`src/rtl/sclg_pkg.sv`:
```
package sclg_pkg;

    // Core clocks per machine cycle (sampling and counting rate)
    localparam int unsigned SCLG_MC_DIV = 4;
    // Width of the baud reload field
    localparam int unsigned SCLG_RW     = 7;

    typedef enum logic [1:0] {
        PH_IDLE = 2'd0,
        PH_LOW  = 2'd1,
        PH_WAIT = 2'd2,
        PH_HIGH = 2'd3
    } sclg_phase_e;

    typedef struct packed {
        logic load;
        logic dec;
    } sclg_cnt_ctl_t;

    function automatic logic sclg_is_timed(sclg_phase_e p);
        return (p == PH_LOW) || (p == PH_HIGH);
    endfunction

endpackage

```
`src/rtl/sclg_prescale.sv`:
```
module sclg_prescale #(
    parameter int unsigned DIV = 4
) (
    input  logic clk,
    input  logic rst,
    input  logic clr,
    output logic mc_tick
);
    localparam int unsigned PW = (DIV > 1) ? $clog2(DIV) : 1;
    localparam logic [PW-1:0] LAST = PW'(DIV - 1);

    logic [PW-1:0] pcnt;

    always_ff @(posedge clk) begin
        if (rst || clr)          pcnt <= '0;
        else if (pcnt == LAST)   pcnt <= '0;
        else                     pcnt <= pcnt + 1'b1;
    end

    assign mc_tick = !clr && (pcnt == LAST);

    generate
        if (DIV > 1) begin : g_spacing

            mc_spacing_chk: assert property (@(posedge clk) disable iff (rst)
                mc_tick |=> !mc_tick);
        end
    endgenerate

endmodule

```
`src/rtl/sclg_brg.sv`:
```
module sclg_brg
    import sclg_pkg::*;
#(
    parameter int unsigned W = SCLG_RW
) (
    input  logic          clk,
    input  logic          rst,
    input  sclg_cnt_ctl_t ctl,
    input  logic [W-1:0]  reload,
    output logic [W-1:0]  cnt,
    output logic          zero
);
    always_ff @(posedge clk) begin
        if (rst)                           cnt <= '0;
        else if (ctl.load)                 cnt <= reload;
        else if (ctl.dec && (cnt != '0))   cnt <= cnt - 1'b1;
    end

    assign zero = (cnt == '0);


    dec_nonzero_chk: assert property (@(posedge clk) disable iff (rst)
        ctl.dec |-> !zero);

endmodule

```
`src/rtl/sclg_phase_fsm.sv`:
```
module sclg_phase_fsm
    import sclg_pkg::*;
(
    input  logic          clk,
    input  logic          rst,
    input  logic          en,
    input  logic          run,
    input  logic          scl_in,
    input  logic          mc_tick,
    input  logic          cnt_zero,
    output sclg_phase_e   phase,
    output sclg_cnt_ctl_t ctl,
    output logic          tick
);
    sclg_phase_e st, st_nx;
    logic        ovf;

    always_comb begin
        ovf     = mc_tick && cnt_zero && sclg_is_timed(st);
        st_nx   = st;
        ctl     = '0;
        ctl.dec = mc_tick && !cnt_zero && sclg_is_timed(st);
        unique case (st)
            PH_IDLE: if (run) begin
                st_nx    = PH_LOW;
                ctl.load = 1'b1;
            end
            PH_LOW:  if (ovf) st_nx = PH_WAIT;
            PH_WAIT: if (mc_tick && scl_in) begin
                st_nx    = PH_HIGH;
                ctl.load = 1'b1;
            end
            PH_HIGH: if (ovf) begin
                if (run) begin
                    st_nx    = PH_LOW;
                    ctl.load = 1'b1;
                end else begin
                    st_nx    = PH_IDLE;
                end
            end
            default: st_nx = PH_IDLE;
        endcase
        if (!en) begin
            st_nx = PH_IDLE;
            ctl   = '0;
        end
    end

    always_ff @(posedge clk) begin
        if (rst) st <= PH_IDLE;
        else     st <= st_nx;
    end

    assign phase = st;
    assign tick  = ovf;


    dis_idle_chk: assert property (@(posedge clk) disable iff (rst)
        !en |=> (st == PH_IDLE));


    low_hold_chk: assert property (@(posedge clk) disable iff (rst)
        (st == PH_LOW && en && !tick) |=> (st == PH_LOW));


    tick_gap_chk: assert property (@(posedge clk) disable iff (rst)
        tick |=> !tick);

endmodule

```
`src/rtl/i2c_scl_clkgen.sv`:
```
module i2c_scl_clkgen
    import sclg_pkg::*;
(
    input  logic                 clk,
    input  logic                 rst,
    input  logic                 en,
    input  logic                 run,
    input  logic [SCLG_RW-1:0]   reload,
    input  logic                 scl_in,
    output logic                 scl_pull_low,
    output logic                 tick,
    output logic                 busy
);
    sclg_phase_e         phase;
    sclg_cnt_ctl_t       ctl;
    logic                mc_tick;
    logic                cnt_zero;
    logic [SCLG_RW-1:0]  cnt;

    sclg_prescale #(.DIV(SCLG_MC_DIV)) u_pre (
        .clk     (clk),
        .rst     (rst),
        .clr     (phase == PH_IDLE),
        .mc_tick (mc_tick)
    );

    sclg_brg #(.W(SCLG_RW)) u_brg (
        .clk    (clk),
        .rst    (rst),
        .ctl    (ctl),
        .reload (reload),
        .cnt    (cnt),
        .zero   (cnt_zero)
    );

    sclg_phase_fsm u_fsm (
        .clk      (clk),
        .rst      (rst),
        .en       (en),
        .run      (run),
        .scl_in   (scl_in),
        .mc_tick  (mc_tick),
        .cnt_zero (cnt_zero),
        .phase    (phase),
        .ctl      (ctl),
        .tick     (tick)
    );

    assign scl_pull_low = (phase == PH_LOW);
    assign busy         = (phase != PH_IDLE);


    wait_hold_chk: assert property (@(posedge clk) disable iff (rst)
        (phase == PH_WAIT && en && !(mc_tick && scl_in)) |=> (phase == PH_WAIT && $stable(cnt)));


    start_pull_chk: assert property (@(posedge clk) disable iff (rst)
        (phase == PH_IDLE && en && run) |=> (scl_pull_low && busy));


    reset_quiet_chk: assert property (@(posedge clk)
        $past(rst) |-> (!scl_pull_low && !busy && !tick));

endmodule

```
`config.mk`:
```
export PLATFORM = sky130hd
export DESIGN_NAME = i2c_scl_clkgen
export DESIGN_NICKNAME = d
export VERILOG_FILES = /design/src/rtl/sclg_pkg.sv /design/src/rtl/sclg_prescale.sv /design/src/rtl/sclg_brg.sv /design/src/rtl/sclg_phase_fsm.sv /design/src/rtl/i2c_scl_clkgen.sv
export SDC_FILE = /design/constraint.sdc
export NUM_CORES = 1
export LEC_CHECK = 0
export BUFFER_PORTS_ARGS = -buffer_cell sky130_fd_sc_hd__buf_2
export CAP_MARGIN = 10
export CELL_PAD_IN_SITES_DETAIL_PLACEMENT = 1
export CELL_PAD_IN_SITES_GLOBAL_PLACEMENT = 1
export CORE_ASPECT_RATIO = 0.5
export CORE_MARGIN = 2
export CORE_UTILIZATION = 30
export DETAILED_ROUTE_END_ITERATION = 10
export PLACE_DENSITY = 0.71
export SLEW_MARGIN = 30
export SYNTH_ARGS = -nofsm -noshare
export SYNTH_HDL_FRONTEND = slang
export SYNTH_SLANG_ARGS = --single-unit
export TNS_END_PERCENT = 30
```
`constraint.sdc`:
```
create_clock -name clk -period 2.51 [get_ports clk]
set_input_delay 0.3765 -clock clk [delete_from_list [all_inputs] [get_ports clk]]
set_output_delay 0.3765 -clock clk [all_outputs]
set_load 0.01 [all_outputs]
```
==> results of run 1 <==
[worst paths after layout]
check / slack [ns] / depth (start not counted) / endpoint
min: 0.38 / 3 / u_brg.cnt[1]$_SDFFE_PP0P_
min reg2reg: 0.44 / 1 / u_pre.pcnt[0]$_SDFF_PP0_
max reg2reg: 0.41 / 6 / u_brg.cnt[5]$_SDFFE_PP0P_
max: 0.36 / 6 / tick
[state kept, by name (all words and copies together) (netlist names)]
signal,count
u_pre.pcnt,2
u_fsm.phase,2
u_brg.cnt,7
[critical path, stage by stage, from the launching register on]
cell,delay (ns)
dfxtp_1,0.41
inv_1,0.10
ha_1,0.31
and4bb_2,0.39
nand2_1,0.07
nor2_1,0.10
buf_2,0.14
[per-layer routing]
metal,vias up,routed length (um),global-route usage
met5,-,0,0
li1,377,-,-
met2,12,915,0.200
met1,356,1030,0.182
met3,2,74,0.0453
met4,0,15,0.0407
[cell type report]
cell class	instances	area, um^2	area share
multi-input combinational	70	599	0.591
tap	37	46.3	0.0456
inverter	7	26.3	0.0259
clock buffer	4	45.0	0.0444
timing repair buffer	15	77.6	0.0764
sequential	11	220	0.217
[stage by stage]
| stage | util | std cells | power [mW] | hold slack [ns] | cell area [um^2] |
|---|---|---|---|---|---|
| 6_report | 0.378 | 144 | 0.525 | 0.383 | 1010 |
| 3_5_place_dp | 0.361 | 140 | 0.338 | 0.432 | 970 |
| 4_1_cts | 0.378 | 144 | 0.531 | 0.381 | 1010 |
| 5_1_grt | 0.378 | 144 | 0.557 | 0.404 | 1010 |
| 2_1_floorplan | - | 91 | 0.306 | 0.406 | 876 |
| 3_3_place_gp | 0.361 | 140 | 0.335 | 0.421 | 970 |
[power by group]
part	total (mW)	internal, mW	switching, mW
Combinational	0.129	0.0601	0.0692
Clock	0.191	0.112	0.0791
Sequential	0.204	0.188	0.0163
[cell usage after synthesis (2+ instances only)]
cell	number
dfxtp_1	11
a21oi_1	8
ha_1	8
inv_1	7
a211oi_2	4
nor2_1	4
a311oi_2	3
nand2_1	3
o21ai_0	3
buf_6	2
nor4_1	2
o211ai_1	2
o41ai_1	2
or3_1	2
or4_1	2
xnor2_1	2
[cells in the final DEF (no fill, tap or decap), types with 2 or more instances in the layout]
cell type	count
buf_2	14
dfxtp_1	11
a21oi_1	8
ha_1	8
inv_1	7
nor2_1	4
a211oi_2	4
nand2_1	3
o21ai_0	3
a311oi_2	3
clkbuf_8	3
nor4_1	2
o211ai_1	2
or3_1	2
or4_1	2
o41ai_1	2
xnor2_1	2
[cells by family after synthesis]
logic type                 share of synthesized area
adders and majority gates                      0.114
AOI/OAI and AO/OA                              0.291
muxes                                         0.0243
xor gates and xnor gates                      0.0200
DFF                                            0.251
buffers and inverters                         0.0643
and+or+nand+nor                                0.234
==> out/results.txt, run 1 <==
Seq/Total Area, Yosys = 0.251
Leakage = 0.387 nW
Worst setup startpoint = u_fsm.phase[0]$_SDFFE_PP0P_
Worst EP arrival = 1.77 ns
Post-CTS sizing = 0
Die area = 3390 um^2
First-pass GRT wire length = 3.44 mm
GPL Wtd Cong = 0.778
Endpoints failing setup = 0
Max Buffers Root-to-Sink = 2
Maximum number of pins on one net before global-route repair = 10
Slew headroom = 0.673
Startpoint types = register
Synthesized area = 876 um^2
Antenna-violating nets left = 0
Gr ovfl total = 0
# nets final = 128
Pre-CTS setup slack = 0.413 ns
Synth top area share = 0.251
Post-synth ARST share = 0
Drt via density = 5.19
CORE AREA = 2680 um^2
Setup repair bufs after CTS = 0
Maximum Capacitance Violations = 0
CTS tree = done
Std-Cell Rows = 13
Synth unique cells = 42
P&R area growth vs syn = 15.9%
Ports = 15
Synthesized flop and latch total = 11
DRC errors left = 0
Ant. Diodes = 0
Post-synth net total = 111
Top_reg_cell synth = dfxtp_1
CP max FO = 9
Hpwl dp = 1.52 mm
Inserted Clock Buffers = 3
Final hold violation count = 0
Chip Width = 80.4 um
Measured slew at the worst slew-check pin = 0.487 ns
Synth area leaders = dfxtp_1 (25%), ha_1 (11%), a211oi_2 (5.7%), a311oi_2 (5.1%), a21oi_1 (4.6%)
Crit path kind = reg -> out
Hold path start = reload[1]
Initial antenna violation count = 0
Clock period minus worst slack = 2.15 ns
Post-route setup TNS = 0 ns
Final Slew Violations = 0
Via count = 747
Setup ws final = 0.360 ns
Peak Freq = 465 MHz
Crit path required time = 2.13 ns
All-Layer GR Usage = 0.134
FF-to-FF Start = u_fsm.phase[0]$_SDFFE_PP0P_
IO buf count = 14
Cell taking the most area after synthesis = dfxtp_1
Clk_lat worst skew = 0.25 ns
Post-synthesis cell count = 91
DR iter-0 viols = 34
Fillers = 331
CTS Root Buffer Type = clkbuf_8
Worst IR drop on VDD = 0.000153 V
Final worst path period share = 0.857
Clk slew on worst S/H paths = 0.06 ns
Crit end category = primary output
Yosys warning count = 0
RSZ-0062 raised after global routing = no
Wirelength, routed = 2.03 mm
Wire length per cell = 14.1 um
Pwr/cell area = 518 nW/um^2
Share of cells above drive strength 1 = 0.346
H-tree Lvls = 1
Detailed Routing Iterations Pass 1 = 4
Hold buffer count at CTS = 0
Die Span Y = 42.2 um
EDFF count, synth = 0
Vias in the first global route = 719
Hold Crit Class = in -> reg
Mean post-synth cell area = 9.62 um^2
Status = complete, no violations
Clk sink count = 11
Initial Util = 0.326
Skew final = 0.00706 ns
No activity file was read; power rests on OpenSTA's default activity.
==> run 2, diff against run 1 <==
--- a/config.mk
+++ b/config.mk
@@ -14,6 +14,7 @@
 export CORE_UTILIZATION = 30
 export DETAILED_ROUTE_END_ITERATION = 10
 export PLACE_DENSITY = 0.71
+export RECOVER_POWER = 25
 export SLEW_MARGIN = 30
 export SYNTH_ARGS = -nofsm -noshare
 export SYNTH_HDL_FRONTEND = slang
==> run 2 against run 1 <==
Effect of this change: clock skew unchanged; first-iteration DRC count unchanged; sequential power about the same; clock power about the same; via count unchanged; die area unchanged; register-to-register slack about the same; hold slack about the same; fmax unchanged.
==> out/results.txt, run 2 (synthesis results as in run 1) <==
Status = complete, no violations
Critical Path, Cell by Cell = inv_1 > ha_1 > and4bb_2 > nand2_1 > nor2_1 > buf_2
R2R setup slack = 0.41 ns
IO buf count = 14
Maximum number of pins on one net before global-route repair = 10
Clk sink count = 11
Share of cells above drive strength 1 = 0.336
Clock period minus worst slack = 2.15 ns
Final worst path period share = 0.857
Detailed Routing Iterations Pass 1 = 4
Area of the multi-input gates = 599 um^2
Slew headroom = 0.673
Maximum Capacitance Violations = 0
Die Span Y = 42.2 um
DR iter-0 viols = 34
Inserted Clock Buffers = 3
H-tree Lvls = 1
Initial antenna violation count = 0
DRC errors left = 0
Final Slew Violations = 0
Initial Util = 0.326
# nets final = 128
First-pass GRT wire length = 3.44 mm
CP max FO = 9
Hold Crit Class = in -> reg
Clk_lat worst skew = 0.25 ns
Gr ovfl total = 0
Std-Cell Rows = 13
Crit path kind = reg -> out
Clk slew on worst S/H paths = 0.06 ns
Final hold violation count = 0
Hold buffer count at CTS = 0
Fillers = 332
Startpoint types = register
Peak Freq = 465 MHz
Most frequent cells in the layout = buf_2 (13), dfxtp_1 (11), a21oi_1 (8), ha_1 (8), inv_1 (7)
Die area = 3390 um^2
P&R area growth vs syn = 15.7%
Endpoints failing setup = 0
CORE AREA = 2680 um^2
Wire length per cell = 14.1 um
Crit path required time = 2.13 ns
Max reg flops = 7
CTS Root Buffer Type = clkbuf_8
Commonest non-fill, non-tap cell in the layout = buf_2
Leakage = 0.383 nW
Post-CTS sizing = 0
Measured slew at the worst slew-check pin = 0.487 ns
Register area = 220 um^2
CTS tree = done
Ant. Diodes = 0
Crit end category = primary output
CP max stage delay = 0.41 ns
Hpwl dp = 1.52 mm
Setup repair bufs after CTS = 0
Top reg by flops = u_brg.cnt
Vias in the first global route = 719
Worst EP arrival = 1.77 ns
Max Buffers Root-to-Sink = 2
Pwr/cell area = 518 nW/um^2
Chip Width = 80.4 um
All-Layer GR Usage = 0.134
Post-route setup TNS = 0 ns
Drt via density = 5.19
GPL Wtd Cong = 0.778
Ports = 15
Crit-path slowest cell = dfxtp_1
Worst IR drop on VDD = 0.000153 V
Skew final = 0.00706 ns
Via count = 747
RSZ-0062 raised after global routing = no
Post-layout util = 0.378
Wirelength, routed = 2.04 mm
Antenna-violating nets left = 0
run 2: layout make-up:
class,instances,share of cell area
clock buffers,4,0.0444
well taps,37,0.0457
inverters,7,0.0259
flip-flops and latches,11,0.217
multi-input cells,70,0.591
repair buffers,15,0.0753
run 2: layer usage:
metal | vias up | global-route usage | wire length (um)
met5 | - | 0 | 0
met4 | 0 | 0.0407 | 15
met3 | 2 | 0.0453 | 74
met2 | 12 | 0.200 | 917
met1 | 356 | 0.182 | 1030
li1 | 377 | - | -
run 2: stage by stage:
stage               cells  hold WS, ns  setup WS (ns)  power, mW  area, um^2
finish                144        0.382          0.360      0.525        1010
CTS                   144        0.381          0.356      0.531        1010
floorplan              91        0.406          0.530      0.306         876
global route          144        0.404          0.218      0.557        1010
detailed placement    140        0.432          0.413      0.338         970
global placement      140        0.421          0.475      0.335         970
run 2: worst paths after layout:
path,start,to,cells after the start
min reg2reg,u_pre.pcnt[0]$_SDFF_PP0_,u_pre.pcnt[0]$_SDFF_PP0_,1
min,reload[1],u_brg.cnt[1]$_SDFFE_PP0P_,3
max reg2reg,u_fsm.phase[0]$_SDFFE_PP0P_,u_brg.cnt[5]$_SDFFE_PP0P_,6
max,u_fsm.phase[0]$_SDFFE_PP0P_,tick,6
run 2: power breakdown:
| group | total, mW | leakage [nW] | switching (mW) | internal (mW) |
|---|---|---|---|---|
| Sequential | 0.204 | 0.0901 | 0.0163 | 0.188 |
| Clock | 0.191 | 0.0228 | 0.0791 | 0.112 |
| Combinational | 0.129 | 0.270 | 0.0693 | 0.0598 |
run 2: critical path: cells and delay by family, from the launching register on:
kind | cells | cell delay (ns)
adder cells (fa/ha/maj) | 1 | 0.31
buffers and inverters | 2 | 0.24
flip-flops | 1 | 0.41
AND/OR/NAND/NOR | 3 | 0.56
